===== src/rtl/ssl_pkg.sv =====
package ssl_pkg;

  typedef enum logic [2:0] {
    ST_OK      = 3'd0,
    ST_CRC     = 3'd1,
    ST_NODONE  = 3'd2,
    ST_TO_FALL = 3'd3,
    ST_TO_RISE = 3'd4
  } loadStatus_e;

  // strobes from control to datapath
  typedef struct packed {
    logic jobLoad;
    logic chunkIssue;
    logic streamEn;
    logic timerClr;
  } dpCmd_t;

  // conditions from datapath to control
  typedef struct packed {
    logic remZero;
    logic chunkDone;
  } dpFlags_t;

  function automatic int unsigned maxOf3(int unsigned a, int unsigned b, int unsigned c);
    int unsigned m;
    m = (a > b) ? a : b;
    return (m > c) ? m : c;
  endfunction

endpackage


===== src/rtl/ssl_datapath.sv =====
module ssl_datapath
  import ssl_pkg::*;
#(
  parameter int ADDR_W      = 24,
  parameter int LEN_W       = 24,
  parameter int CHUNK_BYTES = 256,
  parameter int TIMER_W     = 28
) (
  input  logic                               clk,
  input  logic                               rstN,
  input  dpCmd_t                             cmd,
  output dpFlags_t                           flags,
  output logic [TIMER_W-1:0]                 timerQ,
  input  logic [ADDR_W-1:0]                  startAddr,
  input  logic [LEN_W-1:0]                   byteCount,
  output logic                               fetchReq,
  output logic [ADDR_W-1:0]                  fetchAddr,
  output logic [$clog2(CHUNK_BYTES+1)-1:0]   fetchLen,
  input  logic                               srcValid,
  input  logic [7:0]                         srcData,
  output logic                               srcReady,
  output logic                               sclk,
  output logic                               sdata
);

  localparam int CLEN_W = $clog2(CHUNK_BYTES + 1);
  localparam logic [CLEN_W-1:0] CHUNK_MAX = CLEN_W'(CHUNK_BYTES);
  localparam logic [CLEN_W-1:0] CLEN_ONE  = CLEN_W'(1);
  localparam logic [3:0]        BITS_PER  = 4'd8;

  logic [ADDR_W-1:0] addrQ;
  logic [LEN_W-1:0]  remQ;
  logic [CLEN_W-1:0] chunkLeftQ;
  logic [CLEN_W-1:0] nextLen;
  logic [7:0]        shiftQ;
  logic [3:0]        bitCntQ;
  logic              phaseQ;
  logic              fetchReqQ;
  logic [ADDR_W-1:0] fetchAddrQ;
  logic [CLEN_W-1:0] fetchLenQ;
  logic              canTake;
  logic              take;

  always_comb begin
    if (remQ >= LEN_W'(CHUNK_BYTES)) nextLen = CHUNK_MAX;
    else                             nextLen = CLEN_W'(remQ);
  end

  assign canTake = cmd.streamEn && (bitCntQ == 4'd0) && (chunkLeftQ != '0);
  assign take    = canTake && srcValid;

  always_ff @(posedge clk) begin
    if (!rstN) begin
      addrQ      <= '0;
      remQ       <= '0;
      chunkLeftQ <= '0;
      shiftQ     <= '0;
      bitCntQ    <= '0;
      phaseQ     <= 1'b0;
      fetchReqQ  <= 1'b0;
      fetchAddrQ <= '0;
      fetchLenQ  <= '0;
    end else begin
      fetchReqQ <= 1'b0;
      if (cmd.jobLoad) begin
        addrQ      <= startAddr;
        remQ       <= byteCount;
        chunkLeftQ <= '0;
        bitCntQ    <= '0;
        phaseQ     <= 1'b0;
        shiftQ     <= '0;
      end else if (cmd.chunkIssue) begin
        fetchReqQ  <= 1'b1;
        fetchAddrQ <= addrQ;
        fetchLenQ  <= nextLen;
        addrQ      <= addrQ + ADDR_W'(nextLen);
        remQ       <= remQ - LEN_W'(nextLen);
        chunkLeftQ <= nextLen;
      end else if (take) begin
        shiftQ     <= srcData;
        bitCntQ    <= BITS_PER;
        phaseQ     <= 1'b0;
        chunkLeftQ <= chunkLeftQ - CLEN_ONE;
      end else if (bitCntQ != 4'd0) begin
        if (!phaseQ) begin
          phaseQ <= 1'b1;
        end else begin
          phaseQ  <= 1'b0;
          shiftQ  <= {shiftQ[6:0], 1'b0};
          bitCntQ <= bitCntQ - 4'd1;
        end
      end
    end
  end

  always_ff @(posedge clk) begin
    if (!rstN)             timerQ <= '0;
    else if (cmd.timerClr) timerQ <= '0;
    else if (timerQ != '1) timerQ <= timerQ + TIMER_W'(1);
  end

  assign flags.remZero   = (remQ == '0);
  assign flags.chunkDone = (chunkLeftQ == '0) && (bitCntQ == 4'd0);

  assign fetchReq  = fetchReqQ;
  assign fetchAddr = fetchAddrQ;
  assign fetchLen  = fetchLenQ;
  assign srcReady  = canTake;
  assign sclk      = (bitCntQ != 4'd0) && phaseQ;
  assign sdata     = shiftQ[7];

  AST_BURST_LEN_BOUND: assert property (@(posedge clk) disable iff (!rstN)
    fetchReq |-> (fetchLen != '0) && (fetchLen <= CHUNK_MAX));

  AST_BIT_HELD_ON_RISE: assert property (@(posedge clk) disable iff (!rstN)
    $rose(sclk) |-> $stable(sdata));

endmodule


===== src/rtl/ssl_ctrl.sv =====
module ssl_ctrl
  import ssl_pkg::*;
#(
  parameter int HAS_PROG        = 1,
  parameter int SETTLE_CYCLES   = 100000,
  parameter int SELF_CFG_CYCLES = 200000000,
  parameter int TIMEOUT_CYCLES  = 10000000,
  parameter int TIMER_W         = 28
) (
  input  logic               clk,
  input  logic               rstN,
  input  logic               start,
  input  logic               initB,
  input  logic               doneIn,
  input  dpFlags_t           flags,
  input  logic [TIMER_W-1:0] timerQ,
  output dpCmd_t             cmd,
  output logic               progB,
  output logic               busy,
  output logic               finished,
  output loadStatus_e        status
);

  typedef enum logic [2:0] {
    S_IDLE, S_PROG_LOW, S_PROG_REL, S_NEXT, S_STREAM, S_SETTLE, S_SELF, S_FIN
  } loadState_e;

  localparam loadState_e FIRST_ST = (HAS_PROG != 0) ? S_PROG_LOW : S_SELF;
  localparam logic [TIMER_W-1:0] SETTLE_LAST  = TIMER_W'(SETTLE_CYCLES - 1);
  localparam logic [TIMER_W-1:0] SELF_LAST    = TIMER_W'(SELF_CFG_CYCLES - 1);
  localparam logic [TIMER_W-1:0] TIMEOUT_LAST = TIMER_W'(TIMEOUT_CYCLES - 1);

  loadState_e  stateQ, stateD;
  loadStatus_e statusQ, statusD;

  always_comb begin
    cmd     = '0;
    stateD  = stateQ;
    statusD = statusQ;
    unique case (stateQ)
      S_IDLE, S_FIN: begin
        if (start) begin
          cmd.jobLoad  = 1'b1;
          cmd.timerClr = 1'b1;
          statusD      = ST_OK;
          stateD       = FIRST_ST;
        end
      end
      S_PROG_LOW: begin
        if (!initB) begin
          cmd.timerClr = 1'b1;
          stateD       = S_PROG_REL;
        end else if (timerQ == TIMEOUT_LAST) begin
          statusD = ST_TO_FALL;
          stateD  = S_FIN;
        end
      end
      S_PROG_REL: begin
        if (initB) begin
          stateD = S_NEXT;
        end else if (timerQ == TIMEOUT_LAST) begin
          statusD = ST_TO_RISE;
          stateD  = S_FIN;
        end
      end
      S_NEXT: begin
        if (flags.remZero) begin
          cmd.timerClr = 1'b1;
          stateD       = S_SETTLE;
        end else begin
          cmd.chunkIssue = 1'b1;
          stateD         = S_STREAM;
        end
      end
      S_STREAM: begin
        cmd.streamEn = 1'b1;
        if (flags.chunkDone) stateD = S_NEXT;
      end
      S_SETTLE: begin
        if (timerQ == SETTLE_LAST) begin
          if (!initB)       statusD = ST_CRC;
          else if (!doneIn) statusD = ST_NODONE;
          else              statusD = ST_OK;
          stateD = S_FIN;
        end
      end
      S_SELF: begin
        if (timerQ == SELF_LAST) begin
          statusD = ST_OK;
          stateD  = S_FIN;
        end
      end
      default: stateD = S_IDLE;
    endcase
  end

  always_ff @(posedge clk) begin
    if (!rstN) begin
      stateQ  <= S_IDLE;
      statusQ <= ST_OK;
    end else begin
      stateQ  <= stateD;
      statusQ <= statusD;
    end
  end

  generate
    if (HAS_PROG != 0) begin : g_prog
      assign progB = (stateQ != S_PROG_LOW);
    end else begin : g_noProg
      assign progB = 1'b1;
    end
  endgenerate

  assign busy     = (stateQ != S_IDLE) && (stateQ != S_FIN);
  assign finished = (stateQ == S_FIN);
  assign status   = statusQ;

  AST_RELEASE_AFTER_ACK: assert property (@(posedge clk) disable iff (!rstN)
    $rose(progB) |-> (!$past(initB) || (status == ST_TO_FALL)));

  AST_RESULT_HELD: assert property (@(posedge clk) disable iff (!rstN)
    (finished && !start) |=> (finished && $stable(status)));

endmodule


===== src/rtl/slave_serial_loader.sv =====
module slave_serial_loader
  import ssl_pkg::*;
#(
  parameter int ADDR_W          = 24,
  parameter int LEN_W           = 24,
  parameter int CHUNK_BYTES     = 256,
  parameter int HAS_PROG        = 1,
  parameter int SETTLE_CYCLES   = 100000,
  parameter int SELF_CFG_CYCLES = 200000000,
  parameter int TIMEOUT_CYCLES  = 10000000
) (
  input  logic                             clk,
  input  logic                             rstN,
  input  logic                             start,
  input  logic [ADDR_W-1:0]                startAddr,
  input  logic [LEN_W-1:0]                 byteCount,
  output logic                             fetchReq,
  output logic [ADDR_W-1:0]                fetchAddr,
  output logic [$clog2(CHUNK_BYTES+1)-1:0] fetchLen,
  input  logic                             srcValid,
  input  logic [7:0]                       srcData,
  output logic                             srcReady,
  output logic                             progB,
  input  logic                             initB,
  input  logic                             doneIn,
  output logic                             sclk,
  output logic                             sdata,
  output logic                             busy,
  output logic                             finished,
  output logic [2:0]                       status
);

  localparam int unsigned LIMIT_MAX =
    maxOf3(SETTLE_CYCLES, SELF_CFG_CYCLES, TIMEOUT_CYCLES);
  localparam int TIMER_W = $clog2(LIMIT_MAX + 1);

  dpCmd_t              cmd;
  dpFlags_t            flags;
  logic [TIMER_W-1:0]  timerQ;
  loadStatus_e         statusE;

  ssl_ctrl #(
    .HAS_PROG       (HAS_PROG),
    .SETTLE_CYCLES  (SETTLE_CYCLES),
    .SELF_CFG_CYCLES(SELF_CFG_CYCLES),
    .TIMEOUT_CYCLES (TIMEOUT_CYCLES),
    .TIMER_W        (TIMER_W)
  ) ctrl_i (
    .clk     (clk),
    .rstN    (rstN),
    .start   (start),
    .initB   (initB),
    .doneIn  (doneIn),
    .flags   (flags),
    .timerQ  (timerQ),
    .cmd     (cmd),
    .progB   (progB),
    .busy    (busy),
    .finished(finished),
    .status  (statusE)
  );

  ssl_datapath #(
    .ADDR_W     (ADDR_W),
    .LEN_W      (LEN_W),
    .CHUNK_BYTES(CHUNK_BYTES),
    .TIMER_W    (TIMER_W)
  ) dp_i (
    .clk      (clk),
    .rstN     (rstN),
    .cmd      (cmd),
    .flags    (flags),
    .timerQ   (timerQ),
    .startAddr(startAddr),
    .byteCount(byteCount),
    .fetchReq (fetchReq),
    .fetchAddr(fetchAddr),
    .fetchLen (fetchLen),
    .srcValid (srcValid),
    .srcData  (srcData),
    .srcReady (srcReady),
    .sclk     (sclk),
    .sdata    (sdata)
  );

  assign status = statusE;

  AST_SERIAL_ONLY_IN_LOAD: assert property (@(posedge clk) disable iff (!rstN)
    sclk |-> (busy && progB));

  generate
    if (HAS_PROG == 0) begin : g_selfChk
      AST_SELF_NO_FETCH: assert property (@(posedge clk) disable iff (!rstN)
        !fetchReq);
    end
  endgenerate

endmodule


===== config.mk =====
export PLATFORM = sky130hd
export DESIGN_NAME = slave_serial_loader
export DESIGN_NICKNAME = d
export VERILOG_FILES = /design/src/rtl/ssl_pkg.sv /design/src/rtl/ssl_datapath.sv /design/src/rtl/ssl_ctrl.sv /design/src/rtl/slave_serial_loader.sv
export SDC_FILE = /design/constraint.sdc
export NUM_CORES = 1
export LEC_CHECK = 0
export BUFFER_PORTS_ARGS = -buffer_cell sky130_fd_sc_hd__buf_2
export CORE_ASPECT_RATIO = 1.1
export CORE_MARGIN = 2
export CORE_UTILIZATION = 58
export DETAILED_ROUTE_END_ITERATION = 8
export PLACE_DENSITY = 0.81
export SLEW_MARGIN = 25
export SYNTH_ARGS = -nofsm -noshare
export SYNTH_HDL_FRONTEND = slang
export SYNTH_HIERARCHICAL = 1
export SYNTH_SLANG_ARGS = --single-unit

===== constraint.sdc =====
create_clock -name clk -period 4.6 [get_ports clk]
set_clock_uncertainty 0.2 [all_clocks]
set_input_delay 0.23 -clock clk [delete_from_list [all_inputs] [get_ports clk]]
set_output_delay 0.23 -clock clk [all_outputs]
set_load 0.005 [all_outputs]

==> impl_results.md, run 1 <==
* Clock-pin transition on the worst setup and hold timing paths at 60 ps
* TritonCTS clock tree: done
* Wire length per cell at 16.69 um
* Clock share of power at 29.8%
* Final Power at 4236 uW
* Leakage power at 0.003548 uW
* Die area at 0.01343 mm^2
* Hold Path Class: input port to flip-flop
* Sink Count at 138
* Pint at 2693 uW
* Clock root cell: clkbuf_16
* Biggest area consumer among synthesized cells: dfxtp_1
* WL final at 20,310 um
* Post-synthesis async set-or-reset flop share at 0%
* H-tree depth at 4
* Fraction of layout cells with a size suffix above 1 at 15.90%
* Antenna violations before repair at 0
* Syn Inst Count at 911
* IO Pins at 105
* Least-Margin Pin Slew at 844.8 ps
* Status: finished, final reports clean
* Final antenna-violating net count at 0
* Slew Limit Fails at 0
* Pin count of the biggest net entering global routing at 53
* Power Density at 472.4 mW/mm^2
* Leading register cell type out of synthesis: dfxtp_1
* Die span in x at 110.7 um
* CP max FO at 9
* Cell area after synthesis at 0.007262 mm^2
* Post-synth EDFFs at 0
* CP Capture Type: flip-flop
* Total core area at 0.01214 mm^2
* Max-cap violations at 0
* Seq/Total Area, Yosys at 38.04%
* Starting Density at 59.82%
* Most frequent cells in the layout: dfxtp_1 (138), nand2_1 (128), buf_2 (104), a21oi_1 (90), nor2_1 (74)
* Post-CTS Hold Fix Bufs at 57
* P_sw at 1543 uW
* Sequential share of power at 38.5%
* Max-Slew Margin vs Limit at 43.34%
* Die Y-Extent at 121.4 um
* Vias in the first global route at 6,851
* Worst Slack Setup Final at 559.6 ps
* CTS Buf Count at 17
* Switch share at 36.43%
* Critical Path RT at 4690 ps
* First-pass DRT Iterations at 7
* Crit Path Category: flip-flop to flip-flop
* Final Critical Period at 4040 ps
* Worst-Skew Late Latency at 420 ps
* Synthesized area per cell at 7.971 um^2
* Dominant cells by area after synthesis: dfxtp_1 (38%), nand2_1 (6.6%), a21oi_1 (6.2%)
* Post-synthesis to final-layout area growth at 23.48%
* RSZ-0062 raised after global routing: no
* Count of different cell masters after synthesis at 84
* Clk buf depth at 2
* Final Hold Fails at 0
* Final Net Count at 1,128
* Synth top area share at 38.04%
* Vias/cell at 6.062
* DP HPWL at 12,910 um
* RePlAce Congestion at 0.9685
* I/O Buffers at 104
* Critical Path Start Type: flip-flop
* Post-synthesis net count at 988
* # DRC at 0
* Peak supply drop at 0.3602 mV
* Post-CTS Setup Inserts at 0
* Row count at 42
* # setup viols final at 0
* Initial DRC Count at 770
* Total track usage at 29.81%
* Fmax at 247.5 MHz
* DR vias at 7,378
* Resize count post-CTS at 0
* Worst Path Arrival at 4130 ps
* Total congestion overflow at 0
* Fin crit share at 87.84%
* Setup TNS after final layout at 0 ps
* Dpl ws at 716.0 ps
* Synth warnings at 6
* Comb pwr share at 31.7%
* Antenna diode count at 0
* Number of synthesized register bits at 138
* First-pass GRT wire length at 32,590 um
* Most common cell after layout, fill and taps aside: dfxtp_1
==> metal layers <==
metal | GRT usage (%) | part of all wire [%] | vias to the layer above
met1 | 34.36 | 40 | 3432
met2 | 53.80 | 50 | 316
met3 | 5.095 | 6.1 | 73
met4 | 14.22 | 3.8 | 0
li1 | - | - | 3557
met5 | 0 | 0 | -
==> worst max-delay path, cell delays in order (launching register included) <==
cell and delay, ps:
dfxtp_1 340, nor3_1 490, nand4_1 360, nor2_4 330, nand2_1 140, inv_1 90
ha_1 210, fa_1 240, a211oi_1 120, nor2_1 170, o211ai_1 290, a2111oi_0 630
xnor2_1 200, a21oi_1 90
==> power groups by stage <==
stage / logic [uW] / registers, uW / clock network (uW)
floorplan: 1010 / 1550 / 0
global placement: 1240 / 1640 / 0
detailed placement: 1250 / 1640 / 0
CTS: 1300 / 1620 / 1280
global route: 1470 / 1660 / 1320
finish: 1340 / 1630 / 1260
==> stage by stage <==
stage / cells / utilization (%) / instance area [um^2] / hold slack (ps)
2_1_floorplan: 911 / - / 7262 / 166.0
3_3_place_gp: 1129 / 64.66 / 7849 / 241.8
3_5_place_dp: 1129 / 64.66 / 7849 / 243.5
4_1_cts: 1217 / 73.87 / 8967 / 16.53
5_1_grt: 1217 / 73.87 / 8967 / 23.35
6_report: 1217 / 73.87 / 8967 / 33.37
==> flip-flops by register name, summed over array words and instances (netlist names), 4 cells and up <==
signal / flops
dp_i/timerQ: 28
dp_i/remQ: 24
dp_i/bitCntQ: 4
dp_i/addrQ: 24
dp_i/chunkLeftQ: 9
dp_i/fetchLen: 9
dp_i/fetchAddr: 24
dp_i/shiftQ: 8
==> final cells by class <==
type | count | area (um^2)
inverters | 22 | 82.58
multi-input cells | 701 | 4215
well taps | 154 | 192.7
clock buffers | 23 | 478.0
clock inverters | 8 | 70.07
flip-flops and latches | 138 | 2763
fillers | 908 | 3172
repair buffers | 171 | 1166
==> cells by family (layout without fill, tap and decap cells) <==
group           Yosys count  after routing  share of synthesized area [%]
mux                      14             14                          1.964
buf+inv                  72            224                          4.049
xor+xnor                 52             52                          6.272
other cells               1              1                        0.05164
flops                   138            138                          38.04
simple gates            374            374                          25.98
compound gates          245            245                          20.95
fa+ha+maj                15             15                          2.688
==> path summary, 6_finish.rpt <==
kind / from / end / slack, ps / cells after the start
worst min-delay path: byteCount[8] / dp_i/remQ[8] / 30 / 3
worst min register to register: dp_i/fetchAddr[3] / dp_i/fetchAddr[3] / 250 / 2
worst max register to register: dp_i/remQ[14] / dp_i/addrQ[18] / 560 / 13
worst max-delay path: dp_i/remQ[14] / dp_i/addrQ[18] / 560 / 13
==> Yosys cell counts (all sizes together) (3+ instances only) <==
cell       n
inv       21
a211oi    22
or3        8
xnor2     27
buf       12
nand4     20
a21oi     90
nor2      77
and3      23
a211o      3
o21bai     3
nor4      11
a22o       5
nor3      20
a221oi     3
xor2      25
clkbuf    38
a2111oi    4
nor2b      8
and4       3
nand3     32
nand2b    11
a22oi      5
or2        4
nand2    128
and2       8
a21o       3
o21ai     66
ha        14
a31oi     10
dfxtp    138
or4        7
o211ai     5
nor3b      4
mux2i     12
Power figures use the tool's default switching activity.
==> inputs of run 2 (changes only) <==
PLACE_DENSITY = 0.83   (was 0.81)
==> run 2 against run 1 <==
Register-to-register slack barely moved. Critical path type unchanged. Combinational power barely moved. Core utilization rose by 0.45 points. Highest routed layer unchanged.
==> impl_results.md, run 2 (synthesized netlist as in run 1, its figures left out) <==
* Status: finished, final reports clean
* Pint at 2812 uW (+4.4%)
* DP HPWL at 12,670 um (-1.9%)
* Vias in the first global route at 7,170 (+4.7%)
* Post-synthesis to final-layout area growth at 24.24%
* Clk buf depth at 2 (unchanged)
* Antenna violations before repair at 1 (+1)
* TritonCTS clock tree: done
* Max-Slew Margin vs Limit at 39.82% (-3.5 points)
* P_sw at 1557 uW (+0.88%)
* Row count at 42 (unchanged)
* Switch share at 35.64% (-0.79 points)
* Comb pwr share at 30.4% (-1.3 points)
* Pin count of the biggest net entering global routing at 64 (+21%)
* Worst-Skew Late Latency at 420 ps (about the same)
* Non-filler instance count after layout at 1,217 (unchanged)
* Top Metal Used: met4
* H-tree depth at 4 (unchanged)
* First-pass DRT Iterations at 7 (unchanged)
* Max-cap violations at 0 (unchanged)
* Placed cell count at 1,127 (-0.18%)
* Slew Limit Fails at 0 (unchanged)
* Total congestion overflow at 0 (unchanged)
* Final Hold Fails at 0 (unchanged)
* Least-Margin Pin Slew at 897.4 ps (+52.53 ps)
* Clock root cell: clkbuf_16
* RSZ-0062 raised after global routing: no
* DR WL met3 at 1191 um (-4.0%)
* Reg with most FFs: dp_i/timerQ
* Final Net Count at 1,126 (-0.18%)
* CP Capture Type: flip-flop
* Leakage power at 0.003562 uW (+0.40%)
* Initial DRC Count at 588 (-24%)
* Fin crit share at 87.77% (about the same)
* Die span in x at 110.7 um (unchanged)
* Post-CTS Setup Inserts at 0 (unchanged)
* Die area at 0.01343 mm^2 (unchanged)
* Fraction of layout cells with a size suffix above 1 at 16.01% (+0.11 points)
* Final antenna-violating net count at 0 (unchanged)
* # setup viols final at 0 (unchanged)
* # DRC at 0 (unchanged)
* Hold Path Class: input port to flip-flop
* Setup TNS after final layout at 0 ps (unchanged)
* Worst Path Arrival at 4120 ps (about the same)
* Starting Density at 59.82% (unchanged)
* First-pass GRT wire length at 33,580 um (+3.0%)
* Total core area at 0.01214 mm^2 (unchanged)
* Power Density at 484.2 mW/mm^2 (+2.5%)
* Clock-pin transition on the worst setup and hold timing paths at 60 ps (about the same)
* Sink Count at 138 (unchanged)
* Clock share of power at 32.4% (+2.6 points)
* Most frequent cells in the layout: dfxtp_1 (138), nand2_1 (128), buf_2 (104), a21oi_1 (90), nor2_1 (74)
* DR vias at 7,270 (-1.5%)
* RePlAce Congestion at 0.9130 (-5.7%)
* Final Critical Period at 4038 ps (-2.866 ps)
* Largest register FFs at 28 (unchanged)
* Sequential share of power at 37.3% (-1.2 points)
* CP max FO at 9 (unchanged)
* Crit Path Category: flip-flop to flip-flop
* Vias/cell at 5.974 (-1.5%)
* Die Y-Extent at 121.4 um (unchanged)
* Met2 WL at 9985 um (-1.3%)
* I/O Buffers at 104 (unchanged)
* WL final at 20,120 um (-0.93%)
* Most common cell after layout, fill and taps aside: dfxtp_1
* Critical Path Start Type: flip-flop
* Critical Path RT at 4680 ps (about the same)
* Wire length per cell at 16.53 um (-0.93%)
* Fmax at 247.7 MHz (about the same)
* WL met1 at 8133 um (-0.57%)
* CTS Buf Count at 17 (unchanged)
* IO Pins at 105 (unchanged)
* Total track usage at 30.61% (+0.80 points)
* Peak supply drop at 0.3648 mV (+1.3%)
run 2: cell types whose count changed in the layout (fill, tap and decap cells not counted):
cell / previous run / this run
buf_4: 10 / 8
bufinv_16: 1 / 4
clkbuf_1: 3 / 2
clkbuf_8: 3 / 0
clkinv_4: 0 / 1
clkinvlp_4: 2 / 3
diode_2: 0 / 1
nor4_1: 10 / 9
nor4_2: 0 / 1
run 2: what timing repair did:
action,in CTS,in global routing
endpoints found under the hold margin,57,0
resized for setup,0,0
hold buffers,57,0
run 2: power groups by stage:
stage | Clock, uW | Combinational (uW) | Sequential [uW]
after global routing | 1480 | 1470 | 1660
after CTS | 1430 | 1300 | 1620
after global placement | 0 | 1230 | 1640
after floorplan | 0 | 1010 | 1550
final | 1420 | 1330 | 1630
after detailed placement | 0 | 1250 | 1640
run 2: critical path, stage by stage, from the launching register on:
cell,delay (ps)
dfxtp_1,340
nor3_1,500
nand4_1,390
nor2_4,340
nand2_1,160
inv_1,100
ha_1,210
fa_1,250
a211oi_1,120
nor2_1,170
o211ai_1,250
a2111oi_0,600
xnor2_1,180
a21oi_1,80
run 2: metal layers:
metal  track usage, %  vias to the layer above
li1                 -                     3535
met1            35.40                     3350
met2            53.37                      312
met3            6.044                       73
met4            16.88                        0
met5                0                        -
run 2: worst paths after layout:
check / startpoint / to / slack (ps) / depth (start not counted)
min reg2reg: dp_i/fetchAddr[5] / dp_i/fetchAddr[5] / 250 / 2
max: dp_i/remQ[14] / dp_i/addrQ[20] / 560 / 13
max reg2reg: dp_i/remQ[14] / dp_i/addrQ[20] / 560 / 13
min: byteCount[12] / dp_i/remQ[12] / 20 / 3
run 2: area by class of cell:
class | count | area, um^2
multi-input cells | 701 | 4222
well taps | 154 | 192.7
clock buffers | 19 | 432.9
fillers | 903 | 3117
inverters | 22 | 82.58
diodes | 1 | 2.502
clock inverters | 13 | 176.4
repair buffers | 169 | 1151
flip-flops and latches | 138 | 2763
run 2: metrics by stage:
| step | util [%] | total power (uW) | worst slack (ps) | hold WS, ps | area (um^2) |
|---|---|---|---|---|---|
| after global placement | 64.53 | 2867 | 811.5 | 240.4 | 7834 |
| after global routing | 74.32 | 4610 | 117.4 | 34.11 | 9022 |
| after CTS | 74.25 | 4345 | 615.5 | 8.153 | 9014 |
| after detailed placement | 64.53 | 2888 | 722.3 | 246.1 | 7834 |
| final | 74.32 | 4369 | 562.4 | 23.06 | 9022 |
| after floorplan | - | 2557 | 1128 | 166.0 | 7262 |
==> inputs of run 3 (changes only) <==
BUFFER_PORTS_ARGS = not set   (was -buffer_cell sky130_fd_sc_hd__buf_2)
CORE_UTILIZATION = 64   (was 58)
DONT_BUFFER_PORTS = 1   (was not set)
PLACE_DENSITY = 0.82   (was 0.83)
==> run 3 against run 2 <==
Setup slack worse by 86 ps. Final cell count down 8.9%. Combinational power down 3%. Critical path depth unchanged. Critical path type unchanged. Fmax down 2.1%. Largest cell class unchanged. Wire length down 1.7%. Largest power group unchanged. Non-clock buffer count down 100. Global-route usage up 2.1 points.
==> impl_results.md, run 3 (synthesized netlist as in run 1, its figures left out) <==
* R2R setup slack at 480 ps (-90 ps)
* Clock-pin transition on the worst setup and hold timing paths at 60 ps (about the same)
* Final Critical Period at 4123 ps (+85.75 ps)
* Slew Limit Fails at 0 (unchanged)
* Post-CTS Hold Fix Bufs at 62 (+8.8%)
* Final antenna-violating net count at 0 (unchanged)
* Hold Path Class: input port to flip-flop
* Pin count of the biggest net entering global routing at 64 (unchanged)
* Wire length per cell at 17.84 um (+7.9%)
* Post-CTS Setup Inserts at 0 (unchanged)
* Largest register FFs at 28 (unchanged)
* CP Capture Type: flip-flop
* Critical Path RT at 4680 ps (about the same)
* Power Density at 502.0 mW/mm^2 (+3.7%)
* I/O Buffers at 0 (-100%)
* Delay-heaviest family, CP: simple AND/OR/NAND/NOR gates
* WL final at 19,780 um (-1.7%)
* Final Core Density at 77.36% (+3.0 points)
* Total core area at 0.01101 mm^2 (-9.3%)
* Most frequent cells in the layout: dfxtp_1 (138), nand2_1 (128), a21oi_1 (90), nor2_1 (74), o21ai_0 (62)
* Initial DRC Count at 597 (+1.5%)
* Crit path cell chain: nor3_1 > nand4_1 > nor2_4 > nand2_1 > inv_1 > ha_1 > fa_1 > a211oi_1 > nor2_1 > o211ai_1 > a2111oi_0 > xnor2_1 > a21oi_1
* Least-Margin Pin Slew at 962.5 ps (+65.13 ps)
* R2R cell count at 13 (unchanged)
* Fmax at 242.5 MHz (-2.1%)
* Status: finished, final reports clean
* Fillers at 764 (-15%)
* # DRC at 0 (unchanged)
* Resize count post-CTS at 0 (unchanged)
* Worst-Skew Late Latency at 430 ps (about the same)
* Most common cell after layout, fill and taps aside: dfxtp_1
* H-tree depth at 4 (unchanged)
* Reg with most FFs: dp_i/timerQ
* Buf/Inv on CP at 1 (unchanged)
* DR vias at 7,091 (-2.5%)
* Final Net Count at 1,026 (-8.9%)
* Fraction of layout cells with a size suffix above 1 at 6.861% (-9.1 points)
* Die span in x at 105.6 um (-4.6%)
* Hold-critical path depth at 2 (-1)
* Die area at 0.01222 mm^2 (-9.1%)
* Sink Count at 138 (unchanged)
* Critical Path Start Type: flip-flop
* Vias/cell at 6.394 (+7.0%)
* Worst stage delay on the critical path at 660 ps (+60 ps)
* Peak supply drop at 0.4122 mV (+13%)
* Critical-path top delay cell: a2111oi_0
* Setup TNS after final layout at 0 ps (unchanged)
* CTS Buf Count at 17 (unchanged)
* Final Hold Fails at 0 (unchanged)
* First-pass DRT Iterations at 5 (-2)
* Vias in the first global route at 6,786 (-5.4%)
* Max-cap violations at 0 (unchanged)
* CP max FO at 9 (unchanged)
* RePlAce Congestion at 0.9459 (+3.6%)
* Starting Density at 65.95% (+6.1 points)
* Final design instance area without fill at 0.008518 mm^2 (-5.6%)
* Crit Path Category: flip-flop to flip-flop
* Worst path depth at 13 (unchanged)
* Antenna violations before repair at 0 (-1)
* Die Y-Extent at 115.7 um (-4.6%)
* DP HPWL at 12,600 um (-0.53%)
* Crit path from: dp_i/remQ[14]
* First-pass GRT wire length at 32,170 um (-4.2%)
* Leakage power at 0.003091 uW (-13%)
* Clk buf depth at 2 (unchanged)
* Post-synthesis to final-layout area growth at 17.30%
* FF+latch area at 0.002763 mm^2 (unchanged)
* IO Pins at 105 (unchanged)
* TritonCTS clock tree: done
* Max-Slew Margin vs Limit at 35.24% (-4.6 points)
* Row count at 40 (-4.8%)
* Area of the multi-input gates at 0.004215 mm^2 (-0.15%)
* Reg-to-Reg Start: dp_i/remQ[14]
* Antenna diode count at 0 (-1)
* Total congestion overflow at 0 (unchanged)
* Clock root cell: clkbuf_16
* Fin crit share at 89.64% (+1.9 points)
* Worst Min Path Start: rstN
* Area of placed instances at 0.007297 mm^2 (-6.9%)
* Worst Path Arrival at 4210 ps (+90 ps)
* # setup viols final at 0 (unchanged)
* Total track usage at 32.74% (+2.1 points)
* RSZ-0062 raised after global routing: no
run 3: changes by cell type in the layout (fill, tap and decap cells not counted), moves of 2 or more:
cell           change
dlygate4sd3_1      +4
clkinvlp_4         +3
clkinv_2           -2
buf_2            -104
bufinv_16          -2
clkbuf_8           +3
run 3: worst paths after layout:
| kind | endpoint |
|---|---|
| setup reg to reg | dp_i/addrQ[18] |
| hold / removal | dp_i/timerQ[15] |
| setup / recovery | dp_i/addrQ[18] |
| hold reg to reg | dp_i/shiftQ[0] |
run 3: metrics by stage:
stage	worst slack (ps)	instances	total power [uW]	hold slack (ps)
floorplan	1128	911	2557	166.0
global placement	780.5	1015	2785	172.5
detailed placement	605.2	1015	2831	174.2
CTS	551.3	1109	4241	75.47
global route	236.7	1109	4500	129.9
finish	476.7	1109	4276	90.00
run 3: layout make-up:
type | count | share of cell area, %
multi-input cells | 701 | 49.49
repair buffers | 69 | 8.020
clock inverters | 11 | 1.410
clock buffers | 21 | 5.523
flip-flops and latches | 138 | 32.43
inverters | 22 | 0.9694
well taps | 147 | 2.159
run 3: per-layer routing:
layer / GRT usage (%) / part of all wire (%)
met5: 0 / 0
met4: 14.39 / 2.8
met3: 8.043 / 7.7
met2: 58.06 / 50
met1: 37.73 / 39
run 3: power by group:
group,internal (uW),leakage (uW),switching [uW]
Sequential,1380,0.00112,248
Clock,836,0.000273,517
Combinational,501,0.00170,792
Total,2720,0.00309,1560
